==> src/rtl/act_gate_pkg.sv <==
package act_gate_pkg;
    // number of activations tracked by the rolling window
    localparam int WIN_ACTS  = 4;
    // lowest legal activation distance in cycles
    localparam int RRD_FLOOR = 2;
endpackage

==> src/rtl/act_bank_timer.sv <==
module act_bank_timer #(
    parameter int CNT_W = 6
) (
    input  logic             clk,
    input  logic             rst_n,
    input  logic             act_hit,
    input  logic             pre_hit,
    input  logic [CNT_W-1:0] cfg_rc,
    input  logic [CNT_W-1:0] cfg_rp,
    output logic             bank_ok
);
    localparam logic [CNT_W-1:0] AGE_MAX = '1;
    localparam logic [CNT_W-1:0] AGE_ONE = CNT_W'(1);

    typedef struct packed {
        logic             open;
        logic [CNT_W-1:0] act_age;
        logic [CNT_W-1:0] pre_age;
    } bank_st_t;

    bank_st_t st_d, st_q;

    always_comb begin
        st_d = st_q;
        if (st_q.act_age != AGE_MAX) st_d.act_age = st_q.act_age + AGE_ONE;
        if (st_q.pre_age != AGE_MAX) st_d.pre_age = st_q.pre_age + AGE_ONE;
        if (act_hit) begin
            st_d.open    = 1'b1;
            st_d.act_age = AGE_ONE;
        end else if (pre_hit) begin
            st_d.open    = 1'b0;
            st_d.pre_age = AGE_ONE;
        end
    end

    always_ff @(posedge clk) begin
        if (!rst_n) begin
            st_q <= '{open: 1'b0, act_age: AGE_MAX, pre_age: AGE_MAX};
        end else begin
            st_q <= st_d;
        end
    end

    assign bank_ok = !st_q.open && (st_q.act_age >= cfg_rc) && (st_q.pre_age >= cfg_rp);
endmodule

==> src/rtl/act_window.sv <==
module act_window #(
    parameter int CNT_W = 6,
    parameter int DEPTH = act_gate_pkg::WIN_ACTS
) (
    input  logic             clk,
    input  logic             rst_n,
    input  logic             push,
    input  logic [CNT_W-1:0] rrd_need,
    input  logic [CNT_W-1:0] faw_need,
    input  logic             faw_en,
    output logic             spacing_ok
);
    localparam logic [CNT_W-1:0] AGE_MAX = '1;
    localparam logic [CNT_W-1:0] AGE_ONE = CNT_W'(1);

    typedef struct packed {
        logic [DEPTH-1:0][CNT_W-1:0] age;
    } win_st_t;

    win_st_t st_d, st_q;
    logic [DEPTH-1:0][CNT_W-1:0] aged;

    // every slot ages by one cycle and saturates
    for (genvar i = 0; i < DEPTH; i++) begin : g_age
        assign aged[i] = (st_q.age[i] == AGE_MAX) ? AGE_MAX : st_q.age[i] + AGE_ONE;
    end

    always_comb begin
        st_d = st_q;
        if (push) begin
            st_d.age[0] = AGE_ONE;
            for (int i = 1; i < DEPTH; i++) st_d.age[i] = aged[i-1];
        end else begin
            st_d.age = aged;
        end
    end

    always_ff @(posedge clk) begin
        if (!rst_n) begin
            st_q.age <= {DEPTH{AGE_MAX}};
        end else begin
            st_q <= st_d;
        end
    end

    assign spacing_ok = (st_q.age[0] >= rrd_need) &&
                        (!faw_en || (st_q.age[DEPTH-1] >= faw_need));
endmodule

==> src/rtl/act_spacing_gate.sv <==
module act_spacing_gate #(
    parameter int NUM_BANKS = 8,
    parameter int CNT_W     = 6,
    parameter int BANK_W    = $clog2(NUM_BANKS)
) (
    input  logic                 clk,
    input  logic                 rst_n,
    input  logic                 req_valid,
    input  logic [BANK_W-1:0]    req_bank,
    output logic                 req_ready,
    output logic                 grant,
    output logic [BANK_W-1:0]    grant_bank,
    input  logic [NUM_BANKS-1:0] pre_vec,
    input  logic                 page_big,
    input  logic                 eight_bank_mode,
    input  logic [CNT_W-1:0]     cfg_rrd_small,
    input  logic [CNT_W-1:0]     cfg_rrd_large,
    input  logic [CNT_W-1:0]     cfg_faw_small,
    input  logic [CNT_W-1:0]     cfg_faw_large,
    input  logic [CNT_W-1:0]     cfg_rc,
    input  logic [CNT_W-1:0]     cfg_rp
);
    localparam logic [CNT_W-1:0] RRD_MIN = CNT_W'(act_gate_pkg::RRD_FLOOR);

    logic [CNT_W-1:0]     rrd_sel, rrd_need, faw_need;
    logic                 spacing_ok;
    logic [NUM_BANKS-1:0] bank_ok_vec;

    // page-size set selection and distance floor
    always_comb begin
        rrd_sel  = page_big ? cfg_rrd_large : cfg_rrd_small;
        faw_need = page_big ? cfg_faw_large : cfg_faw_small;
        rrd_need = (rrd_sel < RRD_MIN) ? RRD_MIN : rrd_sel;
    end

    act_window #(.CNT_W(CNT_W)) win_i (
        .clk        (clk),
        .rst_n      (rst_n),
        .push       (grant),
        .rrd_need   (rrd_need),
        .faw_need   (faw_need),
        .faw_en     (eight_bank_mode),
        .spacing_ok (spacing_ok)
    );

    for (genvar b = 0; b < NUM_BANKS; b++) begin : g_bank
        act_bank_timer #(.CNT_W(CNT_W)) timer_i (
            .clk     (clk),
            .rst_n   (rst_n),
            .act_hit (grant && (req_bank == BANK_W'(b))),
            .pre_hit (pre_vec[b]),
            .cfg_rc  (cfg_rc),
            .cfg_rp  (cfg_rp),
            .bank_ok (bank_ok_vec[b])
        );
    end

    assign req_ready  = spacing_ok && bank_ok_vec[req_bank];
    assign grant      = req_valid && req_ready;
    assign grant_bank = req_bank;
endmodule

==> config.mk <==
export PLATFORM = sky130hd
export DESIGN_NAME = act_spacing_gate
export DESIGN_NICKNAME = d
export VERILOG_FILES = /design/src/rtl/act_gate_pkg.sv /design/src/rtl/act_bank_timer.sv /design/src/rtl/act_window.sv /design/src/rtl/act_spacing_gate.sv
export SDC_FILE = /design/constraint.sdc
export NUM_CORES = 1
export LEC_CHECK = 0
export ABC_CLOCK_PERIOD_IN_PS = 3800
export BUFFER_PORTS_ARGS = -buffer_cell sky130_fd_sc_hd__buf_4
export CORE_UTILIZATION = 50
export CTS_CLUSTER_SIZE = 12
export DETAILED_ROUTE_END_ITERATION = 8
export GPL_TIMING_DRIVEN = 0
export PLACE_DENSITY = 0.78
export SYNTH_ARGS = -nofsm -noshare
export SYNTH_HDL_FRONTEND = slang
export SYNTH_HIERARCHICAL = 1
export SYNTH_SLANG_ARGS = --single-unit
==> constraint.sdc <==
create_clock -name clk -period 3.8 [get_ports clk]
set_clock_uncertainty 0.1 [all_clocks]
set_input_delay 0.38 -clock clk [delete_from_list [all_inputs] [get_ports clk]]
set_output_delay 0.38 -clock clk [all_outputs]
set_load 0.05 [all_outputs]
==> metrics.md <==
| Metric | Value |
|---|---|
| Hold endpoint | `g_bank[3].timer_i/st_q[12]` |
| Peak Freq | `slightly below 300 MHz` |
| Worst R2R Setup Slack | `between 0.6 and 0.7 ns` |
| CTS Sinks | `between 100 and 150` |
| HP Start | `pre_vec[3]` |
| Final setup vio count | `0` |
| Layout cells sized above 1 | `between 10% and 20%` |
| I/O Buffers | `between 50 and 60` |
| GRT Residual Overflow | `0` |
| Die Span Y | `roughly 140 um` |
| Run status | `finished clean` |
| Initial Util | `roughly half` |
| Post-synthesis sequential area ratio | `between 20% and 30%` |
| Psw | `between 0.002 and 0.0025 W` |
| Final HPWL DP | `between 10,000 and 15,000 um` |
| Max Cap Viol | `0` |
| Tot Pwr | `about 0.0065 W` |
| DR WL/cell | `about 15 um` |
| Routed WL | `20,000 um` |
| Initial antenna violation count | `0` |
| Most frequent cells in the layout | `128 x ha_1, 128 x dfxtp_1, 124 x inv_1` |
| Synth Register Bits | `128` |
| Internal power | `about 0.0041 W` |
| Mapped Cells | `around 1,100` |
| PwrDens | `between 600 and 700 nW/um^2` |
| Slew HR | `between 30% and 40%` |
| Max incr delay on CP | `between 0.3 and 0.4 ns` |
| Initial DRC Count | `394` |
| CP required | `about 3.3 ns` |
| Layout area overhead | `14.5%` |
| Unrepaired setup endpoints after global routing | `false` |
| # DRC | `0` |
| Worst Setup End Kind | `output pin` |
| Post-route ant nets | `0` |
| Global-route wire length before repair | `33,400 um` |
| CTS clk-pin slew, worst paths | `~0.060 ns` |
| Number of I/O pins | `between 50 and 60` |
| Worst hold margin | `0.165 ns` |
| Total global-route track usage | `a little under a quarter` |
| Worst VDD drop | `370 uV` |
| Final period utilization | `approximately 90%` |
| LEAKAGE | `between 4 and 5 nW` |
| Hold Path Depth | `3` |
| Inst Count DP | `1,330` |
| Synthesis Warnings | `6` |
| Chip width | `between 100 and 150 um` |
| Number of global-route vias before repair | `roughly 7,200` |
| Post-Syn Area per Cell | `roughly 8.5 um^2` |
| Worst slew pin tran | `between 0.9 and 1 ns` |
| Worst R2R Start | `g_bank[0].timer_i/st_q[0]` |
| Worst path cell trace | `buf_4 > nor4_2 > nand2b_1 > a31o_1 > ha_1 > nor2_1 > a21oi_1 > o21a_1 > o21ai_0 > a21oi_2 > nand2_1 > nor2_1 > buf_4` |
| DR vias/cell | `about 5.5` |
| Placer's final routability congestion estimate | `0.798` |
| Ys async rst share | `0%` |
| Top delay family on crit path | `simple AND/OR/NAND/NOR gates` |
| Crit path arrival time | `2.95 ns` |
| Largest net degree at the start of global routing | `34` |
| CTS tree | `done` |
| CTS hold repair buffers | `0` |
| EDFF count, synth | `0` |
| FP Rows | `48` |
| Slowest cell on crit path | `nor2_1` |
| Register share of total power | `a little under a third` |
| Ys flop type | `dfxtp_1` |
| Hold Path Class | `in2reg` |
| Cell chosen for the clock root | `clkbuf_16` |
| Comb power frac | `a little over two fifths` |
| Diode count | `0` |
| R2r endpoint | `win_i/st_q[19]` |
| Critical Path Fanout Max | `4` |
| CP Class | `in2out` |
| Netlist Area Pre-Place | `8900 um^2` |
| Switching share of power | `37.8%` |
| Worst path bufs/invs | `2` |
| Yosys cell types | `48` |
| DR vias | `roughly 7,500` |
| Die area | `18,300 um^2` |
| Non-Filler Instances | `1,362` |
| # H-tree levels | `4` |
| Core area | `between 15,000 and 20,000 um^2` |
| Fin crit period | `3.43 ns` |
| Fin nets | `1,304` |
| Clock Power Share | `between 20% and 30%` |
| Skew-Pair Late Insertion Delay | `0.43 ns` |
| Pre-antenna DRT Iters | `5` |
| CTS Buffer Depth | `2` |
| R2R depth | `16` |
| Fin. Hold Viols | `0` |
| Final slew viol count | `0` |
| Final TNS setup | `0 ns` |
| Mapped Nets | `1,231` |
| Cts bufs inserted | `17` |
| Critical path launch point type | `input port` |
area by class of cell:
| cell class | instances | area [um^2] |
|---|---|---|
| clock inverters | 15 | 161 |
| fillers | 1515 | 7170 |
| flip-flops and latches | 128 | 2560 |
| inverters | 124 | 465 |
| clock buffers | 17 | 425 |
| multi-input cells | 763 | 5670 |
| well taps | 225 | 282 |
| repair buffers | 54 | 405 |
| plain buffers | 36 | 223 |
power groups by stage:
stage	Sequential [W]	Combinational, W	Clock (W)
2_1_floorplan	0.00196	0.00229	0
3_3_place_gp	0.00204	0.00271	0
3_5_place_dp	0.00205	0.00280	0
4_1_cts	0.00203	0.00287	0.00165
5_1_grt	0.00209	0.00327	0.00171
6_report	0.00204	0.00287	0.00163
kinds of logic (layout without fill, tap and decap cells):
kind of cell	after synthesis	after routing	synth area share [%]
buffers and inverters	160	246	7.73
multiplexers	45	45	5.22
flip-flops	128	128	28.8
adder cells (fa/ha/maj)	128	128	18.0
AO/OA/AOI/OAI	225	225	15.7
XOR/XNOR	39	39	3.84
AND/OR/NAND/NOR	326	326	20.7
per-layer routing:
metal	track usage [%]	up-vias	wire length (um)
met5	0	-	0
li1	-	3822	-
met3	4.00	29	890
met1	27.7	3454	9100
met4	8.05	0	354
met2	40.9	158	9660
sequential cells by signal (all words and copies together) (netlist names):
signal and cells:
g_bank.timer_i/st_q 104, win_i/st_q 24
what timing repair did:
action                     CTS  global route
pin swaps                    0             0
setup endpoints to repair    6             7
setup buffers                0             0
resized for setup            1             2
worst min-delay path: stages:
cell and delay [ns]:
buf_4 0.08, nor2b_1 0.03, o21a_1 0.15
worst max-delay path by stage:
stage                           endpoint  slack, ns  depth (start not counted)              from
3_3_place_gp   g_bank[0].timer_i/st_q[0]      -0.53                         14  cfg_rrd_small[3]
2_1_floorplan              win_i/st_q[8]       0.12                         16  cfg_rrd_small[3]
3_5_place_dp   g_bank[0].timer_i/st_q[0]      -0.53                         14  cfg_rrd_small[3]
6_report                           grant       0.37                         13  cfg_rrd_large[3]
4_1_cts        g_bank[2].timer_i/st_q[0]       0.03                         14  cfg_rrd_large[3]
5_1_grt        g_bank[4].timer_i/st_q[2]       0.18                         15  cfg_rrd_small[3]
synthesized netlist by cell type, types with 9 or more instances:
cell | count | share of area [%]
o21ai_0 | 108 | 6.1
buf_4 | 20 | 1.7
o21a_1 | 9 | 0.76
nand2_1 | 40 | 1.7
xnor2_1 | 28 | 2.8
dfxtp_1 | 128 | 29
nor2b_1 | 26 | 1.8
a211oi_1 | 25 | 2.1
xor2_1 | 11 | 1.1
nand2b_1 | 33 | 2.3
and3_4 | 10 | 1.3
nor2_1 | 77 | 3.2
clkbuf_1 | 11 | 0.46
a21oi_1 | 17 | 0.96
nand3_1 | 32 | 1.8
nand3b_1 | 34 | 2.9
inv_1 | 124 | 5.2
o211ai_1 | 12 | 1.0
mux2i_1 | 34 | 3.8
mux2_2 | 10 | 1.3
o21ai_1 | 19 | 1.1
ha_1 | 128 | 18
and3_1 | 44 | 3.1
per-stage QoR:
stage / worst slack [ns] / utilization (%) / instance area (um^2)
CTS: 0.0265 / 58.7 / 10200
floorplan: 0.122 / - / 8900
global placement: -0.531 / 55.2 / 9590
global route: 0.179 / 58.7 / 10200
detailed placement: -0.535 / 55.2 / 9590
finish: 0.373 / 58.7 / 10200
No activity file was read; power rests on OpenSTA's default activity.
